==> src/rtl/ps_loader_pkg.sv <==
// Package: shared types for the passive serial loader.
// Assumes: nothing beyond IEEE 1800-2017.
package ps_loader_pkg;

    localparam int BYTE_W = 8;

    // Loader sequencing states.
    typedef enum logic [2:0] {
        ST_RESET = 3'd0,   // drive configuration reset
        ST_WAIT  = 3'd1,   // wait for status high
        ST_FETCH = 3'd2,   // take next byte from stream
        ST_SHIFT = 3'd3,   // serialise current byte
        ST_CHECK = 3'd4,   // byte boundary decision
        ST_USER  = 3'd5,   // configured, free-running clock
        ST_FAIL  = 3'd6    // image exhausted, stopped
    } ld_state_t;

endpackage

==> src/rtl/ps_sync.sv <==
// Module: ps_sync
// Two-flop synchroniser for a vector of independent asynchronous inputs.
// Assumes: each bit is a slow level signal; no bus coherence is implied.
module ps_sync #(
    parameter int           W       = 2,
    parameter logic [W-1:0] RST_VAL = '0
) (
    input  logic         clk,
    input  logic         rst_n,
    input  logic [W-1:0] d_i,
    output logic [W-1:0] q_o
);

    genvar g;
    generate
        for (g = 0; g < W; g++) begin : g_bit
            logic meta_q;
            logic sync_q;

            // Two-stage capture of one asynchronous bit.
            always_ff @(posedge clk) begin
                if (!rst_n) begin
                    meta_q <= RST_VAL[g];
                    sync_q <= RST_VAL[g];
                end else begin
                    meta_q <= d_i[g];
                    sync_q <= meta_q;
                end
            end

            assign q_o[g] = sync_q;
        end
    endgenerate

endmodule

==> src/rtl/ps_clkdiv.sv <==
// Module: ps_clkdiv
// Emits a one-cycle tick every HALF system clocks while run is high.
// The count restarts from zero whenever run is low, so the first tick
// after run rises comes exactly HALF cycles later.
// Assumes: HALF >= 1.
module ps_clkdiv #(
    parameter int HALF = 5
) (
    input  logic clk,
    input  logic rst_n,
    input  logic run,
    output logic tick
);

    localparam int CNT_W = (HALF > 1) ? $clog2(HALF) : 1;
    localparam logic [CNT_W-1:0] LAST = CNT_W'(HALF - 1);

    logic [CNT_W-1:0] cnt_q;

    // Phase counter, cleared while idle.
    always_ff @(posedge clk) begin
        if (!rst_n || !run) begin
            cnt_q <= '0;
        end else if (cnt_q == LAST) begin
            cnt_q <= '0;
        end else begin
            cnt_q <= cnt_q + 1'b1;
        end
    end

    assign tick = run && (cnt_q == LAST);

    generate
        if (HALF > 1) begin : g_gap_chk
            // two ticks are never adjacent when a phase spans several clocks.
            a_r5_tick_gap: assert property (@(posedge clk) disable iff (!rst_n)
                tick |=> !tick);
        end
    endgenerate

endmodule

==> src/rtl/ps_shifter.sv <==
// Module: ps_shifter
// Byte holding register that presents bit 0 first and shifts right.
// Assumes: load and shift are never high together.
module ps_shifter #(
    parameter int W = 8
) (
    input  logic         clk,
    input  logic         rst_n,
    input  logic         load,
    input  logic [W-1:0] din,
    input  logic         shift,
    output logic         bit_o
);

    logic [W-1:0] sreg_q;

    // Load a fresh byte or move the next bit into position 0.
    always_ff @(posedge clk) begin
        if (!rst_n) begin
            sreg_q <= '0;
        end else if (load) begin
            sreg_q <= din;
        end else if (shift) begin
            sreg_q <= {1'b0, sreg_q[W-1:1]};
        end
    end

    assign bit_o = sreg_q[0];

endmodule

==> src/rtl/ps_loader.sv <==
// Module: ps_loader (top)
// Loads a byte-stream image into a device over a passive serial link:
// reset pulse, status wait, LSB-first serialisation, byte-boundary
// status/completion checks, restart on error, free-running user clock.
// Assumes: s_data/s_last are stable while s_valid is high; the device
// status lines are asynchronous and slow relative to clk.
module ps_loader
    import ps_loader_pkg::*;
#(
    parameter int SYS_HZ     = 50_000_000,
    parameter int SCLK_HZ    = 5_000_000,
    parameter int RST_CYCLES = 40
) (
    input  logic              clk,
    input  logic              rst_n,
    input  logic              s_valid,
    output logic              s_ready,
    input  logic [BYTE_W-1:0] s_data,
    input  logic              s_last,
    output logic              rewind_o,
    output logic              cfg_rst_n_o,
    output logic              sclk_o,
    output logic              sdata_o,
    input  logic              stat_n_i,
    input  logic              done_i,
    output logic              done_o,
    output logic              err_o
);

    localparam int HALF_RAW = SYS_HZ / (2 * SCLK_HZ);
    localparam int HALF     = (HALF_RAW < 1) ? 1 : HALF_RAW;
    localparam int RST_W    = $clog2(RST_CYCLES + 1);
    localparam int BIT_W    = $clog2(BYTE_W);
    localparam logic [RST_W-1:0] RST_LAST = RST_W'(RST_CYCLES - 1);
    localparam logic [BIT_W-1:0] BIT_LAST = BIT_W'(BYTE_W - 1);

    ld_state_t        state_q;
    logic [RST_W-1:0] rst_cnt_q;
    logic [BIT_W-1:0] bit_cnt_q;
    logic             sclk_q;
    logic             last_q;
    logic             stat_s;
    logic             done_s;
    logic             tick;
    logic             take;
    logic             shift_en;
    logic [1:0]       sync_out;

    // Synchronise device status (bit 1) and completion (bit 0).
    ps_sync #(
        .W       (2),
        .RST_VAL (2'b00)
    ) i_sync (
        .clk   (clk),
        .rst_n (rst_n),
        .d_i   ({stat_n_i, done_i}),
        .q_o   (sync_out)
    );

    assign stat_s = sync_out[1];
    assign done_s = sync_out[0];

    // Half-period tick generator for the serial clock.
    ps_clkdiv #(
        .HALF (HALF)
    ) i_div (
        .clk   (clk),
        .rst_n (rst_n),
        .run   ((state_q == ST_SHIFT) || (state_q == ST_USER)),
        .tick  (tick)
    );

    assign take     = (state_q == ST_FETCH) && s_valid;
    assign shift_en = (state_q == ST_SHIFT) && tick && sclk_q;

    // Byte serialiser: bit 0 is presented first.
    ps_shifter #(
        .W (BYTE_W)
    ) i_shift (
        .clk   (clk),
        .rst_n (rst_n),
        .load  (take),
        .din   (s_data),
        .shift (shift_en),
        .bit_o (sdata_o)
    );

    // Session sequencer and serial clock phase.
    always_ff @(posedge clk) begin
        if (!rst_n) begin
            state_q   <= ST_RESET;
            rst_cnt_q <= '0;
            bit_cnt_q <= '0;
            sclk_q    <= 1'b0;
            last_q    <= 1'b0;
        end else begin
            case (state_q)
                ST_RESET: begin
                    sclk_q <= 1'b0;
                    if (rst_cnt_q == RST_LAST) begin
                        rst_cnt_q <= '0;
                        state_q   <= ST_WAIT;
                    end else begin
                        rst_cnt_q <= rst_cnt_q + 1'b1;
                    end
                end
                ST_WAIT: begin
                    if (stat_s) begin
                        state_q <= ST_FETCH;
                    end
                end
                ST_FETCH: begin
                    if (take) begin
                        last_q    <= s_last;
                        bit_cnt_q <= '0;
                        sclk_q    <= 1'b0;
                        state_q   <= ST_SHIFT;
                    end
                end
                ST_SHIFT: begin
                    if (tick) begin
                        if (!sclk_q) begin
                            sclk_q <= 1'b1;
                        end else begin
                            sclk_q <= 1'b0;
                            if (bit_cnt_q == BIT_LAST) begin
                                state_q <= ST_CHECK;
                            end else begin
                                bit_cnt_q <= bit_cnt_q + 1'b1;
                            end
                        end
                    end
                end
                ST_CHECK: begin
                    if (!stat_s) begin
                        rst_cnt_q <= '0;
                        state_q   <= ST_RESET;
                    end else if (done_s) begin
                        state_q <= ST_USER;
                    end else if (last_q) begin
                        state_q <= ST_FAIL;
                    end else begin
                        state_q <= ST_FETCH;
                    end
                end
                ST_USER: begin
                    if (tick) begin
                        sclk_q <= ~sclk_q;
                    end
                end
                default: begin
                    sclk_q <= 1'b0;
                end
            endcase
        end
    end

    assign s_ready     = (state_q == ST_FETCH);
    assign rewind_o    = (state_q == ST_RESET) && (rst_cnt_q == '0);
    assign cfg_rst_n_o = (state_q != ST_RESET);
    assign sclk_o      = sclk_q;
    assign done_o      = (state_q == ST_USER);
    assign err_o       = (state_q == ST_FAIL);

    // data is held for the whole high phase of the serial clock.
    a_r4_data_stable: assert property (@(posedge clk) disable iff (!rst_n)
        (sclk_o && $past(sclk_o)) |-> $stable(sdata_o));

    // no clocking and no byte intake while the device is held in reset.
    a_r2_quiet_reset: assert property (@(posedge clk) disable iff (!rst_n)
        !cfg_rst_n_o |-> (!sclk_o && !s_ready));

    // a failed status check at a byte boundary reasserts device reset.
    a_r6_restart: assert property (@(posedge clk) disable iff (!rst_n)
        (state_q == ST_CHECK && !stat_s) |=> (!cfg_rst_n_o && rewind_o));

    // the user phase is final.
    a_r7_done_holds: assert property (@(posedge clk) disable iff (!rst_n)
        done_o |=> (done_o && !s_ready));

    // the error stop is final and silent.
    a_r9_fail_quiet: assert property (@(posedge clk) disable iff (!rst_n)
        err_o |-> (!sclk_o && !s_ready && !done_o));

    // bytes are only taken after the status wait has been left.
    a_r3_no_early_fetch: assert property (@(posedge clk) disable iff (!rst_n)
        (state_q == ST_WAIT && !stat_s) |=> !s_ready);

endmodule

==> config.mk <==
export PLATFORM = sky130hd
export DESIGN_NAME = ps_loader
export DESIGN_NICKNAME = d
export VERILOG_FILES = /design/src/rtl/ps_loader_pkg.sv /design/src/rtl/ps_sync.sv /design/src/rtl/ps_clkdiv.sv /design/src/rtl/ps_shifter.sv /design/src/rtl/ps_loader.sv
export SDC_FILE = /design/constraint.sdc
export NUM_CORES = 1
export LEC_CHECK = 0
export ABC_AREA = 0
export BUFFER_PORTS_ARGS = -buffer_cell sky130_fd_sc_hd__buf_2
export CAP_MARGIN = 20
export CORE_UTILIZATION = 50
export CTS_BUF_LIST = sky130_fd_sc_hd__clkbuf_16
export DETAILED_ROUTE_END_ITERATION = 8
export GPL_TIMING_DRIVEN = 0
export HOLD_SLACK_MARGIN = 0.03
export PLACE_DENSITY_LB_ADDON = 0.05
export SLEW_MARGIN = 40
export SYNTH_ARGS = -nofsm -noshare
export SYNTH_HDL_FRONTEND = slang
export SYNTH_SLANG_ARGS = --single-unit
==> constraint.sdc <==
create_clock -name clk -period 1.71 [get_ports clk]
set_input_delay 0.171 -clock clk [delete_from_list [all_inputs] [get_ports clk]]
set_output_delay 0.171 -clock clk [all_outputs]
set_load 0.02 [all_outputs]
### Yosys cells after proc, flatten, opt, wreduce, memory -nomap -nowiden

Cells that the tools add are included.

* $add $sub $neg: 3
* equal/unequal tests: 18
* muxes and demuxes: 25
* bitwise operators: 2
* reduce and logical (&&, ||, !) cells: 23

Operators by type and width (number)
* $mux 3: 13
* $mux 8: 2
* $eq 3x3->1 const B: 5
* $pmux 3 s5: 1
* $mux 6: 2
* $pmux 6 s2: 1
* $ne 2x2->1 const B: 5
* $ne 2x1->1 const B: 4
* $reduce_and 7->1: 1
* $add 3x1->3 const B: 2
* $add 6x1->6 const B: 1
* $eq 3x2->1 const B: 2
* $eq 6x6->1 const B: 1
* $logic_not 6->1: 1
* $pmux 3 s2: 1
* $reduce_bool 2->1: 3
* $logic_and 1x1->1: 5
* $reduce_and 5->1: 1
* $reduce_bool 5->1: 1
* $mux 1: 4
* $pmux 1 s4: 1
* $reduce_and 2->1: 2
* $reduce_and 4->1: 1
* $reduce_or 2->1: 2
* other kinds (6): 9

* register bits: 29
* bits of input ports: 14
* output and inout bits: 7
* logic and storage cells: 82

### Logic depth before layout (Yosys ltp)

* depth in word-level cells: 7
* gate-level depth with buffers: 7

### Modules after synthesis

From an unflattened synthesis, not the netlist that was laid out.

* cell total of the unflattened synthesis: 170
* area total of the unflattened synthesis: 1554.0 um^2

Modules (own cells, without submodules)
* ps_loader: times used 1, cells an instance 110, area each 869.6 um^2
* ps_shifter: times used 1, cells an instance 35, area each 419.2 um^2
* ps_clkdiv: times used 1, cells an instance 15, area each 145.1 um^2
* ps_sync: times used 1, cells an instance 10, area each 120.1 um^2

### Worst setup path after synthesis

No wires, ideal clock.

* kind: reg-to-reg
* start point: reg state_q[2]
* end point: reg sclk_q, in the netlist sclk_o
* data arrival time: 1.505 ns
* data required time: 1.629 ns
* path slack: 0.124 ns
* stages on the path, launching flop included: 6
* buffers on the path: 1
* period minus slack after synthesis: 1.586 ns
* cell sequence: dfxtp_1 -> buf_2 -> nor3b_1 -> nor2b_1 -> o21ai_0 -> a41oi_1

RTL lines
* from (decl): line ps_loader.sv:37 `ld_state_t state_q;`
* from (signal assigned): line ps_loader.sv:91 `state_q <= ST_RESET;`
* from (signal assigned): line ps_loader.sv:102 `state_q <= ST_WAIT;`
* from (signal assigned): line ps_loader.sv:109 `state_q <= ST_FETCH;`
* $eq 3x2->1 (*)
* named net s_ready: line ps_loader.sv:17 `output logic s_ready,`
* $logic_and 1x1->1: line ps_loader.sv:73 `assign take = (state_q == ST_FETCH) && s_valid;`
* $ne 2x1->1 (no line)
* $reduce_and 4->1 (no line)
* to (signal assigned): line ps_loader.sv:148 `sclk_q <= ~sclk_q;`
* to (decl): line ps_loader.sv:40 `logic sclk_q;`

The timed path passes the listed nets; every way through them passes the cells marked *.
A chain may end at the register's enable or synchronous reset.

### Worst setup path after layout

* start point: reg state_q[2]
* end point: reg rst_cnt_q[3]

* cells in the longest elaborated chain, start to end: 3

Ends and longest elaborated chain
* $eq 3x3->1 / $logic_not 3->1 (equally long branches): line ps_loader.sv:97 `case (state_q)`
* $ne 2x2->1 (no line) / $reduce_bool 2->1 (equally long branches)
* $reduce_and 2->1 (no line)
* to (signal assigned): line ps_loader.sv:104 `rst_cnt_q <= rst_cnt_q + 1'b1;`
* to (decl): line ps_loader.sv:38 `logic [RST_W-1:0] rst_cnt_q;`

Parallel ways exist; a longest one is shown, timed or not.

==> impl_metrics.yaml <==
run_status:
  outcome: "finished, final reports clean"
global_routing:
  grt_max_degree: 11
  grt_pass1_vias: 1234
  antenna_found_initial: 0
  grtUsageTotal_pct: 21.5
  grt_pass1_wl_mm: 5.29
  overflow: 0
floorplanning:
  core_mm2: 0.00278
  die-height_um: 56.2
  fp.dieArea_mm2: 0.00316
  start_util_pct: 52.9
  die_x_um: 56.2
  io_pins: 21
  rows: 19
worst_setup_path:
  r2r-start: "state_q[2]$_SDFFE_PN0P_"
  regToRegSetupSlack_ns: 0.11
  crit_fanout: 6
  critical_path_class: "flip-flop to flip-flop"
  crit_end: "rst_cnt_q[3]$_SDFFE_PN0P_"
  reg2regPathDepth: 5
  crit_arrival_ns: 1.79
  startpoint_type: "flip-flop"
  endpoint_kind: "flip-flop"
  cp.required_ns: 1.91
  r2r_end: "rst_cnt_q[3]$_SDFFE_PN0P_"
  crit_start: "state_q[2]$_SDFFE_PN0P_"
logic_synthesis:
  ys.flop_type: "dfxtp_1"
  yosys_warnings: 0
  synth_top_cells_by_area: "dfxtp_1 (39%), mux2i_1 (7.5%), ha_1 (5.1%)"
  synthArstFlopShare_pct: 0
  synth_edf_count: 0
  syn_avg_cell_area_um2: 8.66
  synth_area_leader_cell: "dfxtp_1"
  synth_fp_nets: 190
  synth_top_cell_area_share_pct: 39.5
  yosysSeqAreaShare_pct: 39.5
  synthCells: 170
  syn_area_mm2: 0.00147
  ys_types: 43
  synth.most_common_cell: "dfxtp_1"
  synth_common_cells: "dfxtp_1 (29), nor2_1 (17), o21ai_0 (14)"
  ys_ff_latch: 29
detailed_routing:
  drt_iter0_markers: 34
  drt_wl_total_mm: 3.03
  dr.pass1.iters: 4
  ant_nets: 0
  vias_per_cell: 5.63
  vias: 1284
  drc: 0
  detail_route.wl_per_cell_um: 13.3
clocking:
  cts_tree: "yes"
  clock_latency_ns: 0.27
  cts_htree_levels: 2
  cts_made_buffers: 5
  post_cts_buffers: 0
  cts_root_buf: "clkbuf_16"
  cts.sinks: 29
  clk_pin_slew_ns: 0.05
  cts_buffer_depth: 2
sta:
  setup_viol: 0
  fin_crit_sh_pct: 93.3
  fmax_ghz: 0.627
  rsz0062_at_grt: "false"
  report.final.slew_viol_count: 0
  final.setup.tns_ns: 0
  final-hold-violation-count: 0
  period_needed_ns: 1.60
  worstMarginPinSlew_ns: 0.491
  fin_skew_ns: 0.00195
  max_slew_margin_pct: 67.3
  hold_ws_ns: 0.113
flow_run:
  drv_cap: 0
hold_path:
  hold_path_class: "input port to flip-flop"
layout:
  post-route-cell-area_mm2: 0.00177
  area_growth_pct: 20.2
  drive_gt1_share_pct: 18.3
  num-fill-cells: 234
  fin_nets: 216
  antennaDiodeCount: 0
  finish.utilization_pct: 63.6
place:
  port_buffers: 20
  gp_congestion: 0.864
  post_dp_cell_area_mm2: 0.00161
  hpwl_mm: 2.21
power_and_ir_drop:
  p_leak_nw: 0.715
  finalPower_w: 0.00191
  power_density_mw_per_mm2: 1080
  peakVddDrop_mv: 1.23
==> how the worst min path moves through the flow <==
| stage | start | to | slack, ns | cells past startpoint |
|---|---|---|---|---|
| after detailed placement | done_i | i_sync.g_bit[0].meta_q$_SDFF_PN0_ | 0.39 | 2 |
| after global placement | stat_n_i | i_sync.g_bit[1].meta_q$_SDFF_PN0_ | 0.38 | 2 |
| after CTS | done_i | i_sync.g_bit[0].meta_q$_SDFF_PN0_ | 0.11 | 2 |
| after global routing | done_i | i_sync.g_bit[0].meta_q$_SDFF_PN0_ | 0.12 | 2 |
| after floorplan | done_i | i_sync.g_bit[0].meta_q$_SDFF_PN0_ | 0.30 | 1 |
| final | stat_n_i | i_sync.g_bit[1].meta_q$_SDFF_PN0_ | 0.11 | 2 |
==> cells by family after synthesis <==
family | after synthesis | synth area share, %
AO/OA/AOI/OAI | 41 | 17.9
XOR/XNOR | 2 | 1.19
adder cells (fa/ha/maj) | 6 | 5.10
buffers and inverters | 21 | 6.38
flip-flops | 29 | 39.5
multiplexers | 12 | 8.25
AND/OR/NAND/NOR | 59 | 21.8
==> power by group <==
group / internal (W) / switching (W) / leakage [nW] / total (W)
registers: 0.000704 / 0.0000264 / 0.235 / 0.000730
logic: 0.0000974 / 0.000131 / 0.397 / 0.000229
clock network: 0.000674 / 0.000279 / 0.0826 / 0.000953
==> registers in the layout (all words and copies together) (netlist names) <==
name and count:
i_div.cnt_q 3, last_q 1, bit_cnt_q 3, rst_cnt_q 6, i_sync.g_bit.sync_q 2, sclk_o 1, state_q 3, i_sync.g_bit.meta_q 2
i_shift.sreg_q 8
==> final cells by class <==
class,instances,area (µm²),share of cell area (%)
repair buffers,20,100,5.66
multi-input cells,120,797,45.1
plain buffers,8,43.8,2.48
flip-flops and latches,29,581,32.8
well taps,31,38.8,2.19
clock buffers,5,125,7.08
inverters,12,45.0,2.55
clock inverters,3,37.5,2.12
==> stage by stage <==
| step | worst slack, ns | instances |
|---|---|---|
| CTS | 0.0472 | 229 |
| floorplan | 0.124 | 170 |
| detailed placement | 0.0580 | 221 |
| global route | 0.0186 | 228 |
| finish | 0.114 | 228 |
| global placement | 0.133 | 221 |
==> repair_timing <==
item / 4_1_cts / 5_1_grt
endpoints found under the setup margin: 0 / 3
hold buffers: 0 / 0
gates resized for setup: 0 / 1
==> layout by cell type (no fill, tap or decap), types with 6 or more instances in the layout <==
master   count
o21ai_0     13
dfxtp_1     29
inv_1       12
mux2i_1     11
nand2_1      9
nand3_1      8
buf_2       22
a21oi_1      9
ha_1         6
nor2_1      17
==> routing by layer <==
layer | vias to the layer above | routed length, µm | track usage (%)
met1 | 591 | 1420 | 25.8
li1 | 661 | - | -
met2 | 27 | 1480 | 36.4
met4 | 0 | 33 | 8.36
met3 | 5 | 101 | 5.58
met5 | - | 0 | 0
==> worst max-delay path, cell delays in order, from the launching register on <==
cell and delay, ns:
dfxtp_1 0.39, nor3_4 0.30, inv_2 0.10, a41o_1 0.26, or3_1 0.35, a31oi_1 0.12
Note: power is estimated with default switching activity, not from simulation.
